`config.mk`:
```
export PLATFORM = sky130hd
export DESIGN_NAME = rst_qualifier
export DESIGN_NICKNAME = d
export VERILOG_FILES = /design/src/rtl/rst_qualifier.sv
export SDC_FILE = /design/constraint.sdc
export NUM_CORES = 1
export LEC_CHECK = 0
export BUFFER_PORTS_ARGS = -buffer_cell sky130_fd_sc_hd__clkbuf_2
export CELL_PAD_IN_SITES_DETAIL_PLACEMENT = 0
export CELL_PAD_IN_SITES_GLOBAL_PLACEMENT = 2
export CORE_AREA = 2 2 39 41
export CTS_BUF_LIST = sky130_fd_sc_hd__clkbuf_8
export DETAILED_ROUTE_END_ITERATION = 10
export DIE_AREA = 0 0 41 43
export PLACE_DENSITY_LB_ADDON = 0.08
export SLEW_MARGIN = 10
export SYNTH_ARGS = -nofsm -noshare
export SYNTH_HDL_FRONTEND = slang
export SYNTH_SLANG_ARGS = --single-unit
```
`constraint.sdc`:
```
create_clock -name clk_i -period 2.5 [get_ports clk_i]
set_input_delay 0.125 -clock clk_i [delete_from_list [all_inputs] [get_ports clk_i]]
set_output_delay 0.125 -clock clk_i [all_outputs]
set_load 0.005 [all_outputs]
```
`src/rtl/rst_qualifier.sv`:
```
module rst_qualifier #(
  parameter int CYC_LEN     = 12,
  parameter int SLOT        = 9,
  parameter int SYNC_STAGES = 2,
  parameter int HOLD        = 2
) (
  input  logic                               clk_i,
  input  logic                               rst_ni,
  input  logic                               rst_pin_i,
  output logic                               core_rst_o,
  output logic [$clog2(CYC_LEN/2+1)-1:0]     state_o,
  output logic                               phase_o
);
  localparam int CW = $clog2(CYC_LEN);
  localparam int SW = $clog2(CYC_LEN/2+1);
  localparam int HW = $clog2(HOLD+1);

  logic [CW-1:0]          cnt_q;
  logic [SYNC_STAGES-1:0] sync_q;
  logic [HW-1:0]          hits_q;
  logic                   rst_q;

  wire slot  = (cnt_q == CW'(SLOT));
  wire wrap  = (cnt_q == CW'(CYC_LEN-1));
  wire pin_s = sync_q[SYNC_STAGES-1];
  wire armed = (hits_q >= HW'(HOLD-1));

  always_ff @(posedge clk_i or negedge rst_ni) begin
    if (!rst_ni) cnt_q <= '0;
    else         cnt_q <= wrap ? '0 : cnt_q + CW'(1);
  end

  always_ff @(posedge clk_i or negedge rst_ni) begin
    if (!rst_ni) sync_q <= '0;
    else         sync_q <= {sync_q[SYNC_STAGES-2:0], rst_pin_i};
  end

  always_ff @(posedge clk_i or negedge rst_ni) begin
    if (!rst_ni)           hits_q <= '0;
    else if (slot) begin
      if (!pin_s)          hits_q <= '0;
      else if (hits_q != HW'(HOLD)) hits_q <= hits_q + HW'(1);
    end
  end

  always_ff @(posedge clk_i or negedge rst_ni) begin
    if (!rst_ni)                         rst_q <= 1'b1;
    else if (slot && pin_s && armed)     rst_q <= 1'b1;
    else if (wrap && hits_q == '0)       rst_q <= 1'b0;
  end

  assign core_rst_o = rst_q;
  assign state_o    = SW'(cnt_q >> 1) + SW'(1);
  assign phase_o    = cnt_q[0];
endmodule

```
# [After elaboration in Yosys (flattened, before gate mapping)]
# Cells that the tools add are included.
# Widths: inputs -> output; s select.
[word_totals] register_bits=9 output_inout_bits=5 wordCells=23
[op_classes] n_addsub=3 magnitude_cmp=1 n_eq_ne=4 muxes=5 n_reduce_logical=6
[ops] operator="$eq 4x4->1 const B" n=2
[ops] operator="$add 4x1->4 const B" n=1
[ops] operator="$mux 2" n=2
[ops] operator="$mux 4" n=1
[ops] operator="$add 3x1->3 const B" n=1
[ops] operator="$logic_and 1x1->1" n=3
[ops] operator="$add 2x1->2 const B" n=1
[ops] operator="$ge 2x1->1 const B" n=1
[ops] operator="$logic_not 2->1" n=1
[ops] operator="$mux 1" n=2
[ops] operator="$ne 2x1->1 const B" n=1
[ops] operator="$ne 2x2->1 const B" n=1
[ops] operator="$reduce_and 2->1" n=1
[ops] operator="$reduce_bool 2->1" n=1

# [Logic depth before layout (Yosys ltp)]
[logic_depth] depth_word=4 ltp_mapped=5

# [Least setup slack after synthesis]
# OpenSTA, ideal clock, no wires.
[synth_path] kind="flip-flop to flip-flop" from="register cnt_q[0]" to="register hits_q[1]" t_arrival_ps=1077 required_ps=2380 path_slack_ps=1303 stages_incl_launch_ff=5 synth_period_minus_slack_ps=1197 cell_sequence="dfrtp_1 ha_1 and3b_4 mux2i_1 a31o_1"
[synth_via] elab_chain_cells=2
[synth_rtl] item="start, declared" line_no="18" source="logic [CW-1:0] cnt_q;"
[synth_rtl] item="start signal, assigned" line_no="30" source="else cnt_q <= wrap ? '0 : cnt_q + CW'(1);"
[synth_rtl] item="$eq 4x4->1" line_no="23" source="wire slot = (cnt_q == CW'(SLOT));"
[synth_rtl] item="$reduce_and 2->1 (no line)"
[synth_rtl] item="end signal, assigned" line_no="42" source="else if (hits_q != HW'(HOLD)) hits_q <= hits_q + HW'(1);"
[synth_rtl] item="end, declared" line_no="20" source="logic [HW-1:0] hits_q;"
# No other way between the ends.
# A chain may end at the register's enable or synchronous reset.

# [Worst setup path after layout]
[layout_path] from="register cnt_q[2]" to="output port state_o[2]"
[layout_via] elab_chain_cells=1
[layout_rtl] item="$add 3x1->3" line_no="53" source="assign state_o = SW'(cnt_q >> 1) + SW'(1);"
[layout_rtl] item="end, declared" line_no="11" source="output logic [$clog2(CYC_LEN/2+1)-1:0] state_o,"
# No other way between the ends.

==> metrics list <==
* Sinks on the clock net: 9
- Post-layout min period: 1.245 ns
* Antenna Diode Count: 0
* Depth of the most critical reg-to-reg path: 4
- Endpoint class of the critical path: output port
* Site Rows: 14
- After detailed routing, the average wire length per cell comes to 10.94 microns.
- The total area inside the core boundary comes to 1384 sq um.
- Tracing the worst setup path back leads to its startpoint at cnt_q[2].
- Of the cells placed in the final design, the portion with a size suffix greater than 1 is 0.2500.
- Each instance of the synthesized netlist takes up on average 11.52 sq um.
* DRT Wirelength: 744 microns
- Pin placement for this block handled 8 I/O pins.
- Counting the buffers created by CTS gives 3.
* Top cell type's share of synthesized area: 0.4457
- Post-synthesis to final-layout area growth: 26.74%
- Placement Setup Slack: 1.275 ns
* Setup Total Neg Slack: 0 ns
- The max-slew violation count is 0.
* Data required time at the worst endpoint: 2.38 ns
* Number of antenna violations at the first check in global routing: 0
* Post-synth EDFFs: 0
* Power per Cell Area: 799.9 nW/um^2
- Total number of nets in the final design: 62
* Largest net degree at the start of global routing: 10
- TritonCTS clock tree: done
- At the worst endpoint, the arrival time is 1.12 ns.
* Transition at the pin with the smallest max-transition slack: 0.2292 ns
- Starting utilization of the core area: 0.3246
- Remaining global-route overflow: 0
- ANT nets after route: 0
- After technology mapping, the gate count stands at 39.
- From left edge to right edge, the die measures 41 microns.
- Detailed placer's ending HPWL: 560.1 microns
- The root buffer cell chosen for the clock tree is sky130_fd_sc_hd__clkbuf_8.
* Category of the most critical setup path: flip-flop to output port
- Clock latency on the worst-skew pair: 0.23 ns
- Of the synthesized area, sequential elements account for 0.5042.
* Length of the first detailed-routing pass in iterations: 1
- Number of vias in the routed layout: 318
- Worst reg2reg setup slack: 1.27 ns
- Worst supply voltage drop on vdd: 0.4273 mV
- The commonest cells after synthesis are sky130_fd_sc_hd__dfrtp_1 (8), sky130_fd_sc_hd__ha_1 (6), sky130_fd_sc_hd__inv_1 (6).
* Register bit count reported by yosys: 9
- Result of the run: complete, no violations
- In the routed layout, each cell is associated on average with a via count of 4.676.
- The floorplan step defined a die boundary enclosing 1763 sq um.
- Clock-pin slew of the registers on the worst-case setup and hold paths: 0.05 ns
* Endpoint of the most critical register-to-register path: hits_q[1]
- Unique cell type count in the Yosys netlist: 18
- FF-to-FF Start: cnt_q[0]
* Critical path endpoint: state_o[2]
* Headroom to the max-slew limit: 0.8472
* Height of the die: 43 microns
- Weighted congestion reported at the end of routability-driven placement: 0.7490
- In the post-synthesis netlist, the biggest area contributors are sky130_fd_sc_hd__dfrtp_1 (45%), sky130_fd_sc_hd__ha_1 (17%), sky130_fd_sc_hd__dfstp_2 (5.8%), sky130_fd_sc_hd__inv_1 (5.0%), sky130_fd_sc_hd__nand3_1 (3.3%).
- Yosys printed 0 warnings.
- Port buffering added 7 buffers.
* Unrepaired setup endpoints after global routing: no
- The worst hold path belongs to the class primary input to asynchronous set/reset pin.
- In this run the cell area of the synthesized design comes to 449.2 sq um.
* Synthesized Nets: 48
- Max-cap violations in this run came to 0.
- For the final database, setup skew stands at 0.002767 ns.
- Worst-case clock buffer depth: 2
- The number of hold violations in the final report is 0.
- Number of setup violations in the final report: 0
* Cell with the most instances after synthesis: sky130_fd_sc_hd__dfrtp_1
- In the synthesized netlist the dominant register cell turns out to be sky130_fd_sc_hd__dfrtp_1.
* CTS HTree Levels: 1
- After detailed routing, the number of remaining DRC violations is 0.
* Leak Pwr: 0.2793 nW
- Worst Path Max Fanout: 5
- The via count of the first global-routing pass was 349.
* Final critical-path share of the clock period: 0.4979
* Yosys top cell by area: sky130_fd_sc_hd__dfrtp_1
* Global-route wire length before repair: 1352 microns
- Number of design-rule violations left by the first detailed-router iteration: 0
- Crit start category: flip-flop
- Overall Global Routing Usage: 0.1199
* Share of flip-flops with an asynchronous set or reset after synthesis: 1.000
- Final worst setup slack: 1.255 ns
- Static timing analysis puts the maximum clock frequency at 803.4 MHz.
## per-stage QoR
stage,hold slack [ns],cell area (sq um),cells,total power [mW],util
after floorplan,-0.1706,449.2,39,0.2616,-
after global placement,-0.01143,504.2,62,0.2888,0.3644
after detailed placement,-0.003632,504.2,62,0.2915,0.3644
after CTS,0.2964,569.3,68,0.4633,0.4114
after global routing,0.3223,569.3,68,0.4925,0.4114
final,0.2847,569.3,68,0.4554,0.4114
## kinds of logic after synthesis
kind of cell,share of synthesized area
DFF,0.5042
and+or+nand+nor,0.1421
buffers and inverters,0.05014
adders and majority gates,0.1671
xor gates and xnor gates,0.01950
muxes,0.02229
AOI/OAI and AO/OA,0.09471
## cells in the final DEF (no fill, tap or decap)
cell | synthesis | routed
sky130_fd_sc_hd__ha_1 | 6 | 6
sky130_fd_sc_hd__a32o_2 | 1 | 1
sky130_fd_sc_hd__nand4_1 | 1 | 1
sky130_fd_sc_hd__a21oi_1 | 1 | 1
sky130_fd_sc_hd__inv_1 | 6 | 7
sky130_fd_sc_hd__mux2i_1 | 1 | 1
sky130_fd_sc_hd__a31o_1 | 1 | 1
sky130_fd_sc_hd__clkbuf_8 | 0 | 3
sky130_fd_sc_hd__nor2b_1 | 1 | 1
sky130_fd_sc_hd__nand2b_1 | 2 | 2
sky130_fd_sc_hd__dfstp_2 | 1 | 1
sky130_fd_sc_hd__and3b_4 | 1 | 1
sky130_fd_sc_hd__o211ai_1 | 1 | 1
sky130_fd_sc_hd__nand3b_1 | 1 | 1
sky130_fd_sc_hd__dlygate4sd3_1 | 0 | 2
sky130_fd_sc_hd__clkbuf_2 | 0 | 7
sky130_fd_sc_hd__nand3_1 | 3 | 3
sky130_fd_sc_hd__o21ai_0 | 2 | 2
sky130_fd_sc_hd__nand2_1 | 1 | 1
sky130_fd_sc_hd__dfrtp_1 | 8 | 8
sky130_fd_sc_hd__xor2_1 | 1 | 1
## registers in the layout, indices dropped and copies added (netlist names)
signal / count
core_rst_o: 1
cnt_q: 4
hits_q: 2
sync_q: 2
## how the worst min path moves through the flow
stage	endpoint	slack, ns	cells past startpoint
after floorplan	cnt_q[0]	-0.17	0
after global placement	hits_q[0]	-0.01	1
after detailed placement	cnt_q[3]	-0.004	1
after CTS	cnt_q[3]	0.30	2
after global routing	hits_q[1]	0.32	2
final	cnt_q[0]	0.28	2
## final cells by class
| cell class | instances | area [sq um] |
|---|---|---|
| clock inverter | 1 | 3.754 |
| clock buffer | 3 | 41.29 |
| tap | 16 | 20.02 |
| sequential | 9 | 226.5 |
| fill | 133 | 814.5 |
| inverter | 6 | 22.52 |
| multi-input combinational | 24 | 200.2 |
| timing repair buffer | 9 | 55.05 |
## what timing repair did
| item | in CTS | in global routing |
|---|---|---|
| setup endpoints to repair | 0 | 0 |
| hold buffers | 2 | 0 |
| hold endpoints to repair | 10 | 0 |
| resized for setup | 0 | 0 |
| buffers inserted | 0 | 0 |
## metal layers
metal,global-route usage,part of all wire,vias to the layer above
met1,0.1572,0.50,150
met3,0.04712,0.040,2
met2,0.1563,0.44,6
met5,0,0,-
li1,-,-,160
met4,0.08000,0.019,0
## critical path: stages, from the launching register on
cell	delay (ns)
sky130_fd_sc_hd__dfrtp_1	0.41
sky130_fd_sc_hd__ha_1	0.22
sky130_fd_sc_hd__xor2_1	0.14
sky130_fd_sc_hd__clkbuf_2	0.11
## power by group
part	total [mW]	switching, mW	internal (mW)
sequential	0.190	0.0142	0.176
combinational	0.101	0.0518	0.0495
clock	0.164	0.0574	0.107
total	0.455	0.123	0.332
Power figures use the tool's default switching activity.
